<file path="src/rtl/irqBankPkg.sv">
package irqBankPkg;

  // Word offsets inside the bank; the order is the software-visible map.
  typedef enum logic [2:0] {
    OFS_CTL    = 3'd0,
    OFS_CAUSE  = 3'd1,
    OFS_MASKED = 3'd2,
    OFS_SET    = 3'd3,
    OFS_MASK   = 3'd4,
    OFS_MSET   = 3'd5,
    OFS_MCLR   = 3'd6
  } regOfsT;

  localparam int OFS_BITS = 3;

  // Strobes from the decoder to the register datapath.
  typedef struct packed {
    logic       wrCtl;
    logic       wrCause;
    logic       wrMasked;
    logic       wrSet;
    logic       wrMask;
    logic       wrMaskSet;
    logic       wrMaskClr;
    logic       rdCause;
    logic       rdMasked;
    logic       rdHit;
    logic [2:0] rdSel;
  } bankStrbT;

endpackage

</file>
<file path="src/rtl/irqBankCtrl.sv">
module irqBankCtrl
  import irqBankPkg::*;
#(
  parameter int ADDR_W = 3
) (
  input  logic [ADDR_W-1:0] addr,
  input  logic              wrEn,
  input  logic              rdEn,
  output bankStrbT          strb
);

  localparam int HI_W = ADDR_W - OFS_BITS;

  logic       inRange;
  logic [2:0] ofs;

  assign ofs = addr[OFS_BITS-1:0];

  generate
    if (HI_W > 0) begin : g_hiDecode
      assign inRange = (addr[ADDR_W-1:OFS_BITS] == '0);
    end else begin : g_noHi
      assign inRange = 1'b1;
    end
  endgenerate

  logic wrHit;
  logic rdHitInt;
  assign wrHit    = wrEn && inRange;
  assign rdHitInt = rdEn && inRange;

  always_comb begin
    strb           = '0;
    strb.wrCtl     = wrHit && (ofs == OFS_CTL);
    strb.wrCause   = wrHit && (ofs == OFS_CAUSE);
    strb.wrMasked  = wrHit && (ofs == OFS_MASKED);
    strb.wrSet     = wrHit && (ofs == OFS_SET);
    strb.wrMask    = wrHit && (ofs == OFS_MASK);
    strb.wrMaskSet = wrHit && (ofs == OFS_MSET);
    strb.wrMaskClr = wrHit && (ofs == OFS_MCLR);
    strb.rdCause   = rdHitInt && (ofs == OFS_CAUSE);
    strb.rdMasked  = rdHitInt && (ofs == OFS_MASKED);
    strb.rdHit     = rdHitInt;
    strb.rdSel     = ofs;
  end

endmodule

</file>
<file path="src/rtl/irqBankData.sv">
module irqBankData
  import irqBankPkg::*;
#(
  parameter int SRC_W = 32
) (
  input  logic             clk,
  input  logic             rstN,
  input  bankStrbT         strb,
  input  logic [SRC_W-1:0] wrData,
  input  logic [SRC_W-1:0] hwEvent,
  output logic [SRC_W-1:0] rdData,
  output logic             irqOut
);

  logic [SRC_W-1:0] ctlQ, causeQ, maskQ;
  logic [SRC_W-1:0] maskedView;
  logic [SRC_W-1:0] w1cBits, corBits, swSet;
  logic [SRC_W-1:0] causeD, maskD;
  logic             irqQ;

  assign maskedView = causeQ & ~maskQ;

  // Write-one clear applies to bits whose control bit is 0; through the
  // masked view only the visible bits are reachable.
  always_comb begin
    w1cBits = '0;
    if (strb.wrCause)       w1cBits = wrData & ~ctlQ;
    else if (strb.wrMasked) w1cBits = wrData & ~ctlQ & ~maskQ;
  end

  // Clear-on-read applies to bits whose control bit is 1.
  always_comb begin
    corBits = '0;
    if (strb.rdCause)       corBits = ctlQ;
    else if (strb.rdMasked) corBits = ctlQ & ~maskQ;
  end

  assign swSet  = strb.wrSet ? wrData : '0;
  // Events and software sets are ORed after the clear, so they win.
  assign causeD = (causeQ & ~(w1cBits | corBits)) | swSet | hwEvent;

  always_comb begin
    maskD = maskQ;
    if (strb.wrMask)         maskD = wrData;
    else if (strb.wrMaskSet) maskD = maskQ | wrData;
    else if (strb.wrMaskClr) maskD = maskQ & ~wrData;
  end

  always_ff @(posedge clk or negedge rstN) begin
    if (!rstN) begin
      ctlQ   <= '0;
      causeQ <= '0;
      maskQ  <= '1;
      irqQ   <= 1'b0;
    end else begin
      if (strb.wrCtl) ctlQ <= wrData;
      causeQ <= causeD;
      maskQ  <= maskD;
      irqQ   <= |maskedView;
    end
  end

  assign irqOut = irqQ;

  always_comb begin
    rdData = '0;
    if (strb.rdHit) begin
      case (strb.rdSel)
        OFS_CTL:    rdData = ctlQ;
        OFS_CAUSE:  rdData = causeQ;
        OFS_MASKED: rdData = maskedView;
        OFS_MASK:   rdData = maskQ;
        default:    rdData = '0;
      endcase
    end
  end

  // ---------------- assertions ----------------
  p_event_kept_r8: assert property (@(posedge clk) disable iff (!rstN)
    (hwEvent != '0) |=> ((causeQ & $past(hwEvent)) == $past(hwEvent)));

  p_event_latch_r2: assert property (@(posedge clk) disable iff (!rstN)
    (strb.wrCause == 1'b0 && strb.wrMasked == 1'b0 && strb.rdCause == 1'b0
     && strb.rdMasked == 1'b0 && strb.wrSet == 1'b0)
    |=> (causeQ == ($past(causeQ) | $past(hwEvent))));

  p_sw_set_r6: assert property (@(posedge clk) disable iff (!rstN)
    strb.wrSet |=> ((causeQ & $past(wrData)) == $past(wrData)));

  p_mask_set_r7: assert property (@(posedge clk) disable iff (!rstN)
    strb.wrMaskSet |=> ((maskQ & $past(wrData)) == $past(wrData)));

  p_mask_clr_r7: assert property (@(posedge clk) disable iff (!rstN)
    strb.wrMaskClr |=> ((maskQ & $past(wrData)) == '0));

  p_cor_clears_r4: assert property (@(posedge clk) disable iff (!rstN)
    (strb.rdCause && hwEvent == '0) |=> ((causeQ & $past(ctlQ)) == '0));

  p_irq_low_r10: assert property (@(posedge clk) disable iff (!rstN)
    ((causeQ & ~maskQ) == '0) |=> !irqOut);

  p_irq_high_r10: assert property (@(posedge clk) disable iff (!rstN)
    ((causeQ & ~maskQ) != '0) |=> irqOut);

endmodule

</file>
<file path="src/rtl/irqBank.sv">
module irqBank
  import irqBankPkg::*;
#(
  parameter int SRC_W  = 32,
  parameter int ADDR_W = 3
) (
  input  logic              clk,
  input  logic              rstN,
  input  logic [ADDR_W-1:0] addr,
  input  logic              wrEn,
  input  logic              rdEn,
  input  logic [SRC_W-1:0]  wrData,
  output logic [SRC_W-1:0]  rdData,
  input  logic [SRC_W-1:0]  hwEvent,
  output logic              irqOut
);

  bankStrbT strb;

  irqBankCtrl #(.ADDR_W(ADDR_W)) i_ctrl (
    .addr (addr),
    .wrEn (wrEn),
    .rdEn (rdEn),
    .strb (strb)
  );

  irqBankData #(.SRC_W(SRC_W)) i_data (
    .clk     (clk),
    .rstN    (rstN),
    .strb    (strb),
    .wrData  (wrData),
    .hwEvent (hwEvent),
    .rdData  (rdData),
    .irqOut  (irqOut)
  );

  p_no_x_irq_r10: assert property (@(posedge clk) disable iff (!rstN)
    !$isunknown(irqOut));

endmodule

</file>
<file path="config.mk">
export PLATFORM = sky130hd
export DESIGN_NAME = irqBank
export DESIGN_NICKNAME = d
export VERILOG_FILES = /design/src/rtl/irqBankPkg.sv /design/src/rtl/irqBankCtrl.sv /design/src/rtl/irqBankData.sv /design/src/rtl/irqBank.sv
export SDC_FILE = /design/constraint.sdc
export NUM_CORES = 1
export LEC_CHECK = 0
export BUFFER_PORTS_ARGS = -buffer_cell sky130_fd_sc_hd__buf_4
export CORE_UTILIZATION = 40
export CTS_CLUSTER_DIAMETER = 150
export CTS_CLUSTER_SIZE = 14
export DETAILED_ROUTE_END_ITERATION = 7
export PLACE_DENSITY = 0.61
export SLEW_MARGIN = 20
export SYNTH_ARGS = -nofsm -noshare
export SYNTH_HDL_FRONTEND = slang
export SYNTH_SLANG_ARGS = --single-unit
</file>
<file path="constraint.sdc">
create_clock -name clk -period 1.7 [get_ports clk]
set_clock_uncertainty 0.2 [all_clocks]
set_input_delay 0.255 -clock clk [delete_from_list [all_inputs] [get_ports clk]]
set_output_delay 0.255 -clock clk [all_outputs]
set_load 0.03 [all_outputs]
</file>
==> impl_metrics.toml <==
[global_route]
grt_use_total_pct = 31.4
grt_start_max_net_pins = 45
antenna_found_initial = 0
grt_pass1_vias = 7477
grt_pass1_wl_um = 39500
grt_overflow = 0

[clocking]
numCtsBuffers = 9
cts_tree = "done"
cts_max_level = 3
cts_buffer_depth = 2
clk_pin_slew_worst_paths_ps = 70
cts-root-buf = "clkbuf_16"
cts_sinks = 97
clk_latency_ps = 360

[run_status]
status = "finished with violations"
violations = "negative setup slack"

[power]
power.leakage_nw = 4.48
finalPower_mw = 8.17
peakVddDrop_v = 0.000624
p_per_area_nw_per_um2 = 766

[logic_synthesis]
syn_nets = 784
seq_area_frac_synth_pct = 38.4
synthCells = 713
syn_avg_cell_area_um2 = 9.01
synth_top_area_cell = "dfrtp_1"
async_flop_share_pct = 100
synth_cell_types = 38
synth_edf_count = 0
ys_warn_count = 0
netlist_area_um2 = 6420
synth_flop_cell = "dfrtp_1"
synth.top_cell.area_share_pct = 25.3
synth.top_cells.by_area = "dfrtp_1 (25%), dfstp_2 (13%), o21ai_0 (7.7%), nor3b_2 (5.8%), nand2_1 (5.3%)"
yosys-top-cells-count = "o21ai_0 (99), nand2_1 (90), dfrtp_1 (65), inv_1 (57)"
ys_seq_elements = 97
yosysMostFrequentCell = "o21ai_0"

[timing]
post-route-period-util_pct = 117
setup_violations = 34
slew_headroom_pct = 70.9
rsz0062_at_grt = "yes"
fin_ws_ps = -289
worst_pin_slew_ps = 433
max_freq_ghz = 0.503
finalHoldViolCount = 0
slew_viol_final = 0
final.min_clock_period_ps = 1990
tns_ps = -8120

[detailed_routing]
drt-pass1-iter-count = 5
wl_per_cell_um = 21.4
wirelength_um = 25700
postRouteAntennaNets = 0
vias_per_cell = 5.99
post-route-drc-count = 0
vias = 7191
drtIter0Drc = 548

[floorplan]
row_count = 45
start_util_pct = 41.6
ioPinCount = 104
fp.coreArea_um2 = 15400
dieArea_um2 = 16600
die_h_um = 129
die_x_um = 129

[setup_path]
critPathKind = "reg -> out"
cp-end-kind = "primary output"
worstPathMaxFanout = 2
cp.arrival_ps = 1530
setup.worst_path.start_class = "flip-flop"
required_ps = 1240
ff2ff_setup_slack_ps = -240
worstRegToRegCells = 5
rr_endpoint = "i_data.irqOut"

[placement]
gp_congestion = 0.899
pre_cts_slack_ps = -260
place_area_um2 = 8650
hpwlAfterDp_um = 15300
portBuffers = 103

[finish]
area_growth_pct = 66.1
nets = 1055
utilization_pct = 69.1
n_fill_cell = 1174
diodes = 0
multi_input_area_um2 = 4330
register_area_um2 = 2470
postLayoutCellArea_um2 = 10700
drive_above_1_share_pct = 49.1

[min_path]
hold_class = "in -> async"

[job]
maxCapViolCount = 0
timing repair:
action | 4_1_cts | 5_1_grt
resized for setup | 111 | 21
buffers inserted | 52 | 8
hold buffers | 65 | 0
endpoints found under the setup margin | 33 | 35
gates cloned | 4 | 3
endpoints found under the hold margin | 167 | 0
pin swaps | 52 | 19
stage by stage:
step,hold WS (ps),instances
floorplan,-241,713
global placement,-27.2,1053
detailed placement,-26.7,1053
CTS,139,1190
global route,150,1200
finish,137,1200
area by class of cell:
class | instances | share of cell area, %
multi-input combinational | 501 | 40.6
sequential | 97 | 23.1
inverter | 57 | 2.01
clock inverter | 4 | 0.481
timing repair buffer | 318 | 28.9
clock buffer | 12 | 2.40
tap | 211 | 2.48
metal layers:
layer / part of all wire, % / global-route usage (%) / vias to the layer above
met2: 49 / 53.4 / 369
li1: - / - / 3159
met3: 6.6 / 4.99 / 66
met1: 41 / 39.7 / 3597
met5: 0 / 0 / -
met4: 3.1 / 12.8 / 0
cell usage in the layout, fill, tap and decap left out, types with 3 or more instances in the layout:
cell	n
buf_12	18
mux2_2	8
a31oi_4	32
mux2i_1	15
nand2b_4	14
o21ai_2	11
nor2b_4	3
o22ai_1	4
nand2_1	79
dlygate4sd3_1	65
dfstp_2	32
a211o_1	32
bufbuf_16	3
nand4_1	4
inv_2	20
mux2_4	7
buf_6	48
o21ai_0	91
o21ai_1	27
nand3b_1	9
inv_1	37
nor2_2	4
or3_4	32
nand2b_1	4
nand2_4	6
buf_4	181
clkbuf_16	11
dfrtp_1	65
nor2b_2	3
nand2_2	5
a22o_1	32
a221oi_1	30
nor3b_2	30
critical path, stage by stage (launching register included):
cell and delay (ps):
dfstp_2 560, nor2b_4 50, mux2_4 270, nand2_4 70
a31oi_4 90, buf_6 150
how the worst max path moves through the flow:
stage	depth (start not counted)	to	slack (ps)
2_1_floorplan	6	rdData[10]	-110
3_3_place_gp	6	rdData[5]	-200
3_5_place_dp	5	i_data.irqOut	-260
4_1_cts	5	rdData[28]	-280
5_1_grt	6	rdData[15]	-360
6_report	5	rdData[28]	-290
where the power goes:
group | leakage, nW | switching, mW | internal, mW
Sequential | 1.03 | 0.309 | 2.75
Combinational | 3.31 | 1.39 | 1.54
Clock | 0.149 | 0.959 | 1.22
Total | 4.48 | 2.66 | 5.51
logic make-up (layout without fill, tap and decap cells):
logic type | count (synthesis) | count (layout) | share of synthesized area, %
buffers and inverters | 115 | 391 | 8.47
multiplexers | 30 | 30 | 4.97
AO/OA/AOI/OAI | 267 | 267 | 27.9
AND/OR/NAND/NOR | 204 | 204 | 20.2
flip-flops | 97 | 97 | 38.4
No activity file was read; power rests on OpenSTA's default activity.
